## config.mk

```make
export PLATFORM = sky130hd
export DESIGN_NAME = wfg_pin_gen
export DESIGN_NICKNAME = d
export VERILOG_FILES = /design/src/rtl/wfg_pkg.sv /design/src/rtl/wfg_tick_ctr.sv /design/src/rtl/wfg_event_store.sv /design/src/rtl/wfg_event_exec.sv /design/src/rtl/wfg_pin_gen.sv
export SDC_FILE = /design/constraint.sdc
export NUM_CORES = 1
export LEC_CHECK = 0
export ABC_CLOCK_PERIOD_IN_PS = 3400
export BUFFER_PORTS_ARGS = -buffer_cell sky130_fd_sc_hd__buf_2
export CAP_MARGIN = 20
export CORE_ASPECT_RATIO = 0.5
export CORE_MARGIN = 10
export CORE_UTILIZATION = 58
export CTS_BUF_LIST = sky130_fd_sc_hd__clkbuf_8
export DETAILED_ROUTE_END_ITERATION = 8
export HOLD_SLACK_MARGIN = 0.05
export MAX_ROUTING_LAYER = met4
export PLACE_DENSITY_LB_ADDON = 0.15
export SLEW_MARGIN = 25
export SYNTH_ARGS = -nofsm -noshare
export SYNTH_HDL_FRONTEND = slang
export SYNTH_HIERARCHICAL = 1
export SYNTH_SLANG_ARGS = --single-unit
```

## constraint.sdc

```tcl
create_clock -name clk -period 3.4 [get_ports clk]
set_input_delay 0.34 -clock clk [delete_from_list [all_inputs] [get_ports clk]]
set_output_delay 0.34 -clock clk [all_outputs]
set_load 0.02 [all_outputs]
```

## src/rtl/wfg_pkg.sv

```systemverilog
package wfg_pkg;
    // Drive actions an event can carry; code values are visible on wr_act.
    typedef enum logic [1:0] {
        ACT_HOLD = 2'd0,
        ACT_LOW  = 2'd1,
        ACT_HIGH = 2'd2,
        ACT_OFF  = 2'd3
    } wfg_act_e;

    // Width of an event's tick field: one bit beyond the counter so that
    // positions past the end of the cycle can be expressed.
    function automatic int wfg_tick_w(input int ticks);
        return $clog2(ticks) + 1;
    endfunction
endpackage

```

## src/rtl/wfg_tick_ctr.sv

```systemverilog
// Tick counter and selector capture.
// Counts TICKS clocks per tester cycle, starting at tick 0 right after reset.
// The selector is registered at tick 0; at tick 0 itself the live input is
// used so that events on the first tick already follow the new choice.
// Assumes TICKS >= 2.
module wfg_tick_ctr #(
    parameter int NUM_WF = 4,
    parameter int TICKS  = 16,
    localparam int SEL_W = $clog2(NUM_WF),
    localparam int CNT_W = $clog2(TICKS)
) (
    input  logic             clk,
    input  logic             rst_n,
    input  logic [SEL_W-1:0] wf_sel,
    output logic [CNT_W-1:0] tick_q,
    output logic [SEL_W-1:0] sel_q,
    output logic [SEL_W-1:0] eff_sel
);
    localparam logic [CNT_W-1:0] LAST_TICK = CNT_W'(TICKS - 1);

    logic at_start;

    // Start-of-cycle flag from the counter.
    always_comb at_start = (tick_q == '0);

    // Advance the tick position, wrapping at the end of the cycle.
    always_ff @(posedge clk) begin
        if (!rst_n)                 tick_q <= '0;
        else if (tick_q == LAST_TICK) tick_q <= '0;
        else                        tick_q <= tick_q + 1'b1;
    end

    // Hold the cycle's waveform choice from tick 0 onward.
    always_ff @(posedge clk) begin
        if (!rst_n)        sel_q <= '0;
        else if (at_start) sel_q <= wf_sel;
    end

    // Selection in force at the current tick.
    always_comb eff_sel = at_start ? wf_sel : sel_q;
endmodule

```

## src/rtl/wfg_event_store.sv

```systemverilog
// Event storage with delayed write commit.
// Holds NUM_WF waveforms of NUM_EV event slots each in flops and reads one
// waveform combinationally. A write passes through WR_LAT pipeline stages
// before it lands; while any stage holds a write to the waveform being read,
// busy is raised so the caller can suppress it.
// Assumes NUM_EV >= 2 and WR_LAT >= 1.
module wfg_event_store #(
    parameter int NUM_WF = 4,
    parameter int NUM_EV = 4,
    parameter int TICKS  = 16,
    parameter int WR_LAT = 2,
    localparam int SEL_W  = $clog2(NUM_WF),
    localparam int SLOT_W = $clog2(NUM_EV),
    localparam int TICK_W = wfg_pkg::wfg_tick_w(TICKS)
) (
    input  logic                           clk,
    input  logic                           rst_n,
    input  logic                           wr_en,
    input  logic [SEL_W-1:0]               wr_wf,
    input  logic [SLOT_W-1:0]              wr_slot,
    input  logic                           wr_valid,
    input  logic [TICK_W-1:0]              wr_tick,
    input  logic [1:0]                     wr_act,
    input  logic [SEL_W-1:0]               rd_sel,
    output logic [NUM_EV-1:0]              rd_valid,
    output logic [NUM_EV-1:0][TICK_W-1:0]  rd_tick,
    output logic [NUM_EV-1:0][1:0]         rd_act,
    output logic                           busy
);
    localparam int LST = WR_LAT - 1;

    logic [NUM_WF-1:0][NUM_EV-1:0]             mem_valid;
    logic [NUM_WF-1:0][NUM_EV-1:0][TICK_W-1:0] mem_tick;
    logic [NUM_WF-1:0][NUM_EV-1:0][1:0]        mem_act;

    logic [WR_LAT-1:0]              st_v;
    logic [WR_LAT-1:0][SEL_W-1:0]   st_wf;
    logic [WR_LAT-1:0][SLOT_W-1:0]  st_slot;
    logic [WR_LAT-1:0]              st_valid;
    logic [WR_LAT-1:0][TICK_W-1:0]  st_tick;
    logic [WR_LAT-1:0][1:0]         st_act;

    // First pipeline stage captures the write port.
    always_ff @(posedge clk) begin
        if (!rst_n) begin
            st_v[0] <= 1'b0;
        end else begin
            st_v[0] <= wr_en;
        end
        st_wf[0]    <= wr_wf;
        st_slot[0]  <= wr_slot;
        st_valid[0] <= wr_valid;
        st_tick[0]  <= wr_tick;
        st_act[0]   <= wr_act;
    end

    // Later pipeline stages, one per extra cycle of write latency.
    for (genvar s = 1; s < WR_LAT; s++) begin : g_stage
        // Shift the pending write one stage further.
        always_ff @(posedge clk) begin
            if (!rst_n) st_v[s] <= 1'b0;
            else        st_v[s] <= st_v[s-1];
            st_wf[s]    <= st_wf[s-1];
            st_slot[s]  <= st_slot[s-1];
            st_valid[s] <= st_valid[s-1];
            st_tick[s]  <= st_tick[s-1];
            st_act[s]   <= st_act[s-1];
        end
    end

    // Commit the oldest pending write into the store.
    always_ff @(posedge clk) begin
        if (!rst_n) begin
            mem_valid <= '0;
            mem_tick  <= '0;
            mem_act   <= '0;
        end else if (st_v[LST]) begin
            mem_valid[st_wf[LST]][st_slot[LST]] <= st_valid[LST];
            mem_tick[st_wf[LST]][st_slot[LST]]  <= st_tick[LST];
            mem_act[st_wf[LST]][st_slot[LST]]   <= st_act[LST];
        end
    end

    // Read out the selected waveform.
    always_comb begin
        rd_valid = mem_valid[rd_sel];
        rd_tick  = mem_tick[rd_sel];
        rd_act   = mem_act[rd_sel];
    end

    // Flag the dead zone of the selected waveform.
    always_comb begin
        busy = 1'b0;
        for (int s = 0; s < WR_LAT; s++) begin
            if (st_v[s] && (st_wf[s] == rd_sel)) busy = 1'b1;
        end
    end
endmodule

```

## src/rtl/wfg_event_exec.sv

```systemverilog
// Event matcher and action resolver.
// Compares every slot of the selected waveform against the current tick and
// folds matching actions in ascending slot order, so the highest matching
// slot decides. Nothing matches while busy is raised.
module wfg_event_exec #(
    parameter int NUM_EV = 4,
    parameter int TICKS  = 16,
    localparam int CNT_W  = $clog2(TICKS),
    localparam int TICK_W = wfg_pkg::wfg_tick_w(TICKS)
) (
    input  logic [CNT_W-1:0]              tick_q,
    input  logic [NUM_EV-1:0]             ev_valid,
    input  logic [NUM_EV-1:0][TICK_W-1:0] ev_tick,
    input  logic [NUM_EV-1:0][1:0]        ev_act,
    input  logic                          busy,
    input  logic                          cur_lvl,
    input  logic                          cur_en,
    output logic                          nxt_lvl,
    output logic                          nxt_en,
    output logic                          hit_any
);
    import wfg_pkg::*;

    logic [NUM_EV-1:0] hit;

    // Per-slot tick match; ticks past the cycle never equal the counter.
    always_comb begin
        for (int e = 0; e < NUM_EV; e++) begin
            hit[e] = !busy && ev_valid[e] && (ev_tick[e] == {1'b0, tick_q});
        end
    end

    // Fold matching actions onto the current drive state.
    always_comb begin
        nxt_lvl = cur_lvl;
        nxt_en  = cur_en;
        for (int e = 0; e < NUM_EV; e++) begin
            if (hit[e]) begin
                case (wfg_act_e'(ev_act[e]))
                    ACT_LOW:  begin nxt_en = 1'b1; nxt_lvl = 1'b0; end
                    ACT_HIGH: begin nxt_en = 1'b1; nxt_lvl = 1'b1; end
                    ACT_OFF:  nxt_en = 1'b0;
                    default:  ;
                endcase
            end
        end
    end

    // Any slot firing at this tick.
    always_comb hit_any = |hit;
endmodule

```

## src/rtl/wfg_pin_gen.sv

```systemverilog
// Per-pin timed-event drive generator (top).
// Ties together the tick counter, the event store and the matcher, and keeps
// the registered drive state. Drive state changes only on an event edge.
// Assumes NUM_WF and NUM_EV are powers of two, NUM_EV >= 2.
module wfg_pin_gen #(
    parameter int NUM_WF = 4,
    parameter int NUM_EV = 4,
    parameter int TICKS  = 16,
    parameter int WR_LAT = 2,
    localparam int SEL_W  = $clog2(NUM_WF),
    localparam int SLOT_W = $clog2(NUM_EV),
    localparam int CNT_W  = $clog2(TICKS),
    localparam int TICK_W = wfg_pkg::wfg_tick_w(TICKS)
) (
    input  logic              clk,
    input  logic              rst_n,
    input  logic [SEL_W-1:0]  wf_sel,
    input  logic              wr_en,
    input  logic [SEL_W-1:0]  wr_wf,
    input  logic [SLOT_W-1:0] wr_slot,
    input  logic              wr_valid,
    input  logic [TICK_W-1:0] wr_tick,
    input  logic [1:0]        wr_act,
    output logic              drive_lvl,
    output logic              drive_en
);
    logic [CNT_W-1:0]              tick_q;
    logic [SEL_W-1:0]              sel_q;
    logic [SEL_W-1:0]              eff_sel;
    logic [NUM_EV-1:0]             ev_valid;
    logic [NUM_EV-1:0][TICK_W-1:0] ev_tick;
    logic [NUM_EV-1:0][1:0]        ev_act;
    logic                          busy;
    logic                          hit_any;
    logic                          nxt_lvl;
    logic                          nxt_en;

    wfg_tick_ctr #(.NUM_WF(NUM_WF), .TICKS(TICKS)) tick_i (
        .clk     (clk),
        .rst_n   (rst_n),
        .wf_sel  (wf_sel),
        .tick_q  (tick_q),
        .sel_q   (sel_q),
        .eff_sel (eff_sel)
    );

    wfg_event_store #(
        .NUM_WF(NUM_WF), .NUM_EV(NUM_EV), .TICKS(TICKS), .WR_LAT(WR_LAT)
    ) store_i (
        .clk      (clk),
        .rst_n    (rst_n),
        .wr_en    (wr_en),
        .wr_wf    (wr_wf),
        .wr_slot  (wr_slot),
        .wr_valid (wr_valid),
        .wr_tick  (wr_tick),
        .wr_act   (wr_act),
        .rd_sel   (eff_sel),
        .rd_valid (ev_valid),
        .rd_tick  (ev_tick),
        .rd_act   (ev_act),
        .busy     (busy)
    );

    wfg_event_exec #(.NUM_EV(NUM_EV), .TICKS(TICKS)) exec_i (
        .tick_q   (tick_q),
        .ev_valid (ev_valid),
        .ev_tick  (ev_tick),
        .ev_act   (ev_act),
        .busy     (busy),
        .cur_lvl  (drive_lvl),
        .cur_en   (drive_en),
        .nxt_lvl  (nxt_lvl),
        .nxt_en   (nxt_en),
        .hit_any  (hit_any)
    );

    // Registered drive state.
    always_ff @(posedge clk) begin
        if (!rst_n) begin
            drive_lvl <= 1'b0;
            drive_en  <= 1'b0;
        end else begin
            drive_lvl <= nxt_lvl;
            drive_en  <= nxt_en;
        end
    end
endmodule

```

# Yosys cells after proc, flatten, opt, wreduce, memory -nomap -nowiden
# Index checks and enable logic that the tools add are counted.
# word_totals
ff_bits,162
inputBits,17
out_inout_bits,2
elab_cells,137
# classes
n_addsub,1
n_lt_le_gt_ge,5
eq_ne,19
muxes,40
bitwise,1
n_reduce_logical,19
# ops
op,count
$bwmux W80,1
$bmux W20 S2,1
$demux W20 S2,1
$mux W20,2
$bwmux W32,1
$eq A5 B4 Y1,4
$bmux W8 S2,1
$bwmux W16,1
$demux W8 S2,1
$eq A2 B2 Y1 const B,8
$mux W8,2
$pmux W1 S2,8
$logic_and A1 B1 Y1,12
$mux W1,11
$demux W5 S2,1
$reduce_or A2 Y1,5
$lt A2 B3 Y1 const B,3
$bmux W4 S2,1
$demux W4 S2,1
$eq A2 B1 Y1 const B,4
$mux W4,2
$mux W5,1
$add A4 B1 Y4 const B,1
$demux W2 S2,1
other kinds (8),11

# Logic depth before layout (Yosys ltp)
# logic_depth
word_depth,16
mapped_depth,15
depth_no_buf,13

# Cells and area by module
# Netlist, hierarchy kept.
# by_module_without_submodules
module,n_inst,cells_each,area_per_inst_um2
wfg_event_store,1,520,5983.2
wfg_event_exec,1,68,535.5
wfg_tick_ctr,1,24,267.8
wfg_pin_gen,1,4,52.6

# Worst setup path before layout
# OpenSTA, ideal clock, no wires.
# synth_path
path_kind,register to register
from,register tick_i.tick_q[0]
to,register drive_en
setup_time_ns,0.115
t_arrival_ns,3.230
required_time_ns,3.285
path_slack_ns,0.055
stages_incl_launch_ff,14
path_buffers,2
synth_period_minus_slack_ns,3.345
path_cell_list,dfxtp_1 inv_1 ha_1 nor3b_2 mux2_4 buf_2 buf_2 mux4_2 inv_1 ha_1 or4_1 o211ai_2 o21ai_2 and2_1
# synth_rtl
element,line_no,rtl
from (decl),wfg_tick_ctr.sv:15,"output logic [CNT_W-1:0] tick_q,"
from (signal assigned),wfg_tick_ctr.sv:30,else tick_q <= tick_q + 1'b1;
to (signal assigned),wfg_pin_gen.sv:85,drive_en <= nxt_en;
to (decl),wfg_pin_gen.sv:25,output logic drive_en

==> impl_results.md <==
* Routed Antenna Nets at 0
* Placed Area at between 7000 and 8000 um^2
* Die area at 16800 um^2
* Synth Net Count at 640
* MaxCap Viol Count at 0
* # setup viols final at 0
* Crit share post-route at 93.8%
* HPWL Detailed at 9310 um
* DP Worst Slack at 202 ps
* Power density cells at 486 nW/um^2
* 1st-iter DRT viols at 366
* Die Ht at 96.7 um
* CP max FO at 18
* Nets at 663
* CP Capture Type: flip-flop
* RSZ-0062 raised after global routing: no
* Most frequent cells in the layout: 162 x dfxtp_1, 140 x nand2_1, 130 x mux2i_1
* Vias in the first global route at 4421
* Util after Layout at 67.4%
* Die W at between 150 and 200 um
* Initial antenna violation count at 0
* DRC viols at 0
* 1st-pass router iterations at 6
* Cells along the critical path: inv_1 -> ha_1 -> nor3b_2 -> mux2_4 -> buf_12 -> mux4_2 -> xor2_1 -> nor3_1 -> nand3b_1 -> mux2i_1 -> o21ai_2 -> and2_1
* Total wire length at 14700 um
* Max-slew headroom at just under 50%
* Worst min-delay path category: input pin to flip-flop
* Commonest non-fill, non-tap cell in the layout: dfxtp_1
* Largest net degree at the start of global routing at 87
* Critical setup path kind: flip-flop to flip-flop
* Final TNS setup at 0 ps
* PnR worst setup slack at about 210 ps
* Synth warn at 6
* Latest clock arrival within the worst-skew pair at ~460 ps
* GRT Total Usage at 18.2%
* Clock Sinks at around 160
* Core area at 11200 um^2
* WP data arrival at ~3500 ps
* Synthesized area per cell at 11.1 um^2
* Type of element launching the critical path: flip-flop
* Max VDD drop at 0.239 mV
* Cells after Synth at ~610
* Num ports at 19
* Via count at 4550
* Share of cells above drive strength 1 at 18.2%
* # rows at 27
* CTS H-tree lvls at 4
* Worst-margin pin slew at 773 ps
* Worst stage delay on the critical path at around 440 ps
* Final Hold Fails at 0
* Status: completed
* First-pass GRT wire length at between 20000 and 25000 um
* CP max stage cell: mux4_2
* Post-synthesis cell area at 6820 um^2
* Fmax at between 300 and 400 MHz
* Avg Vias per Cell at between 5 and 6
* Max-slew violation count at 0
* WP data required at 3750 ps
* Final Instance Area at between 7000 and 8000 um^2
* Wire per inst at about 18 um
* Fin Clk Skew at between 15 and 20 ps
* Gr ovfl total at 0
* Initial core utilization at 60.6%
* Port Buffer Count at 18
* Routability congestion estimate at 0.833
* Clock Tree Buf Depth at 2
* Synth-to-layout area growth at 11.1%
* CTS root buffer: clkbuf_8
* Antenna Cells at 0
* Tmin final at 3190 ps
* Cts bufs inserted at 17
* Pleak at 0.00304 uW
* Reg clk slew, reported paths at 90 ps
* CTS tree: built
==> metrics by stage <==
step / hold WS (ps) / power [uW] / cells
after global placement: 310 / 2260 / 760
final: 89.7 / 3690 / 808
after global routing: 63.3 / 3820 / 808
after CTS: 75.2 / 3700 / 804
after floorplan: 310 / 2180 / 613
after detailed placement: 313 / 2260 / 760
==> final timing paths <==
| kind | from | to | slack, ps | cells past startpoint |
|---|---|---|---|---|
| setup / recovery | tick_i/tick_q[0]$_SDFF_PP0_ | drive_en$_SDFF_PN0_ | 210 | 12 |
| hold / removal | wr_en | store_i/st_v[0]$_SDFF_PN0_ | 90 | 2 |
| setup reg to reg | tick_i/tick_q[0]$_SDFF_PP0_ | drive_en$_SDFF_PN0_ | 210 | 12 |
| hold reg to reg | store_i/st_slot[1]$_DFF_P_ | store_i/st_slot[3]$_DFF_P_ | 330 | 0 |
==> critical path: cells and delay by family (launching register included) <==
kind	cells	cell delay, ps
compound gates	1	70
simple gates	4	1050
buf+inv	2	260
flops	1	320
xor+xnor	1	150
fa+ha+maj	1	140
mux	3	1070
==> report_power, final <==
group          internal, uW  total [uW]  switching, uW
Combinational           122         300            178
Clock                   675        1450            776
Sequential             1920        1940           14.4
Total                  2720        3690            969
==> area by class of cell <==
| class | count | area, um^2 |
|---|---|---|
| fill | 838 | 3670 |
| multi-input combinational | 402 | 3370 |
| sequential | 162 | 3240 |
| timing repair buffer | 41 | 324 |
| clock buffer | 17 | 234 |
| tap | 159 | 199 |
| clock inverter | 15 | 171 |
| inverter | 12 | 45.0 |
==> sequential cells by signal (all words and copies together) (netlist names) <==
| register | cells |
|---|---|
| store_i/mem_tick | 80 |
| store_i/mem_act | 32 |
| store_i/mem_valid | 16 |
| store_i/st_tick | 10 |
| store_i/st_act | 4 |
| store_i/st_slot | 4 |
| store_i/st_wf | 4 |
| tick_i/tick_q | 4 |
| store_i/st_v | 2 |
| store_i/st_valid | 2 |
| tick_i/sel_q | 2 |
| drive_en | 1 |
| drive_lvl | 1 |
==> routing by layer <==
metal	wire, um	global-route usage [%]
met1	7190	24.8
met2	6640	26.1
met3	732	3.99
met4	172	6.14
met5	0	-
==> what timing repair did <==
action                     4_1_cts  5_1_grt
hold buffers                    12        0
setup endpoints to repair        0        1
resized for setup                0        2
buffers inserted                 0        4
hold endpoints to repair        12        0
No activity file was read; power rests on OpenSTA's default activity.
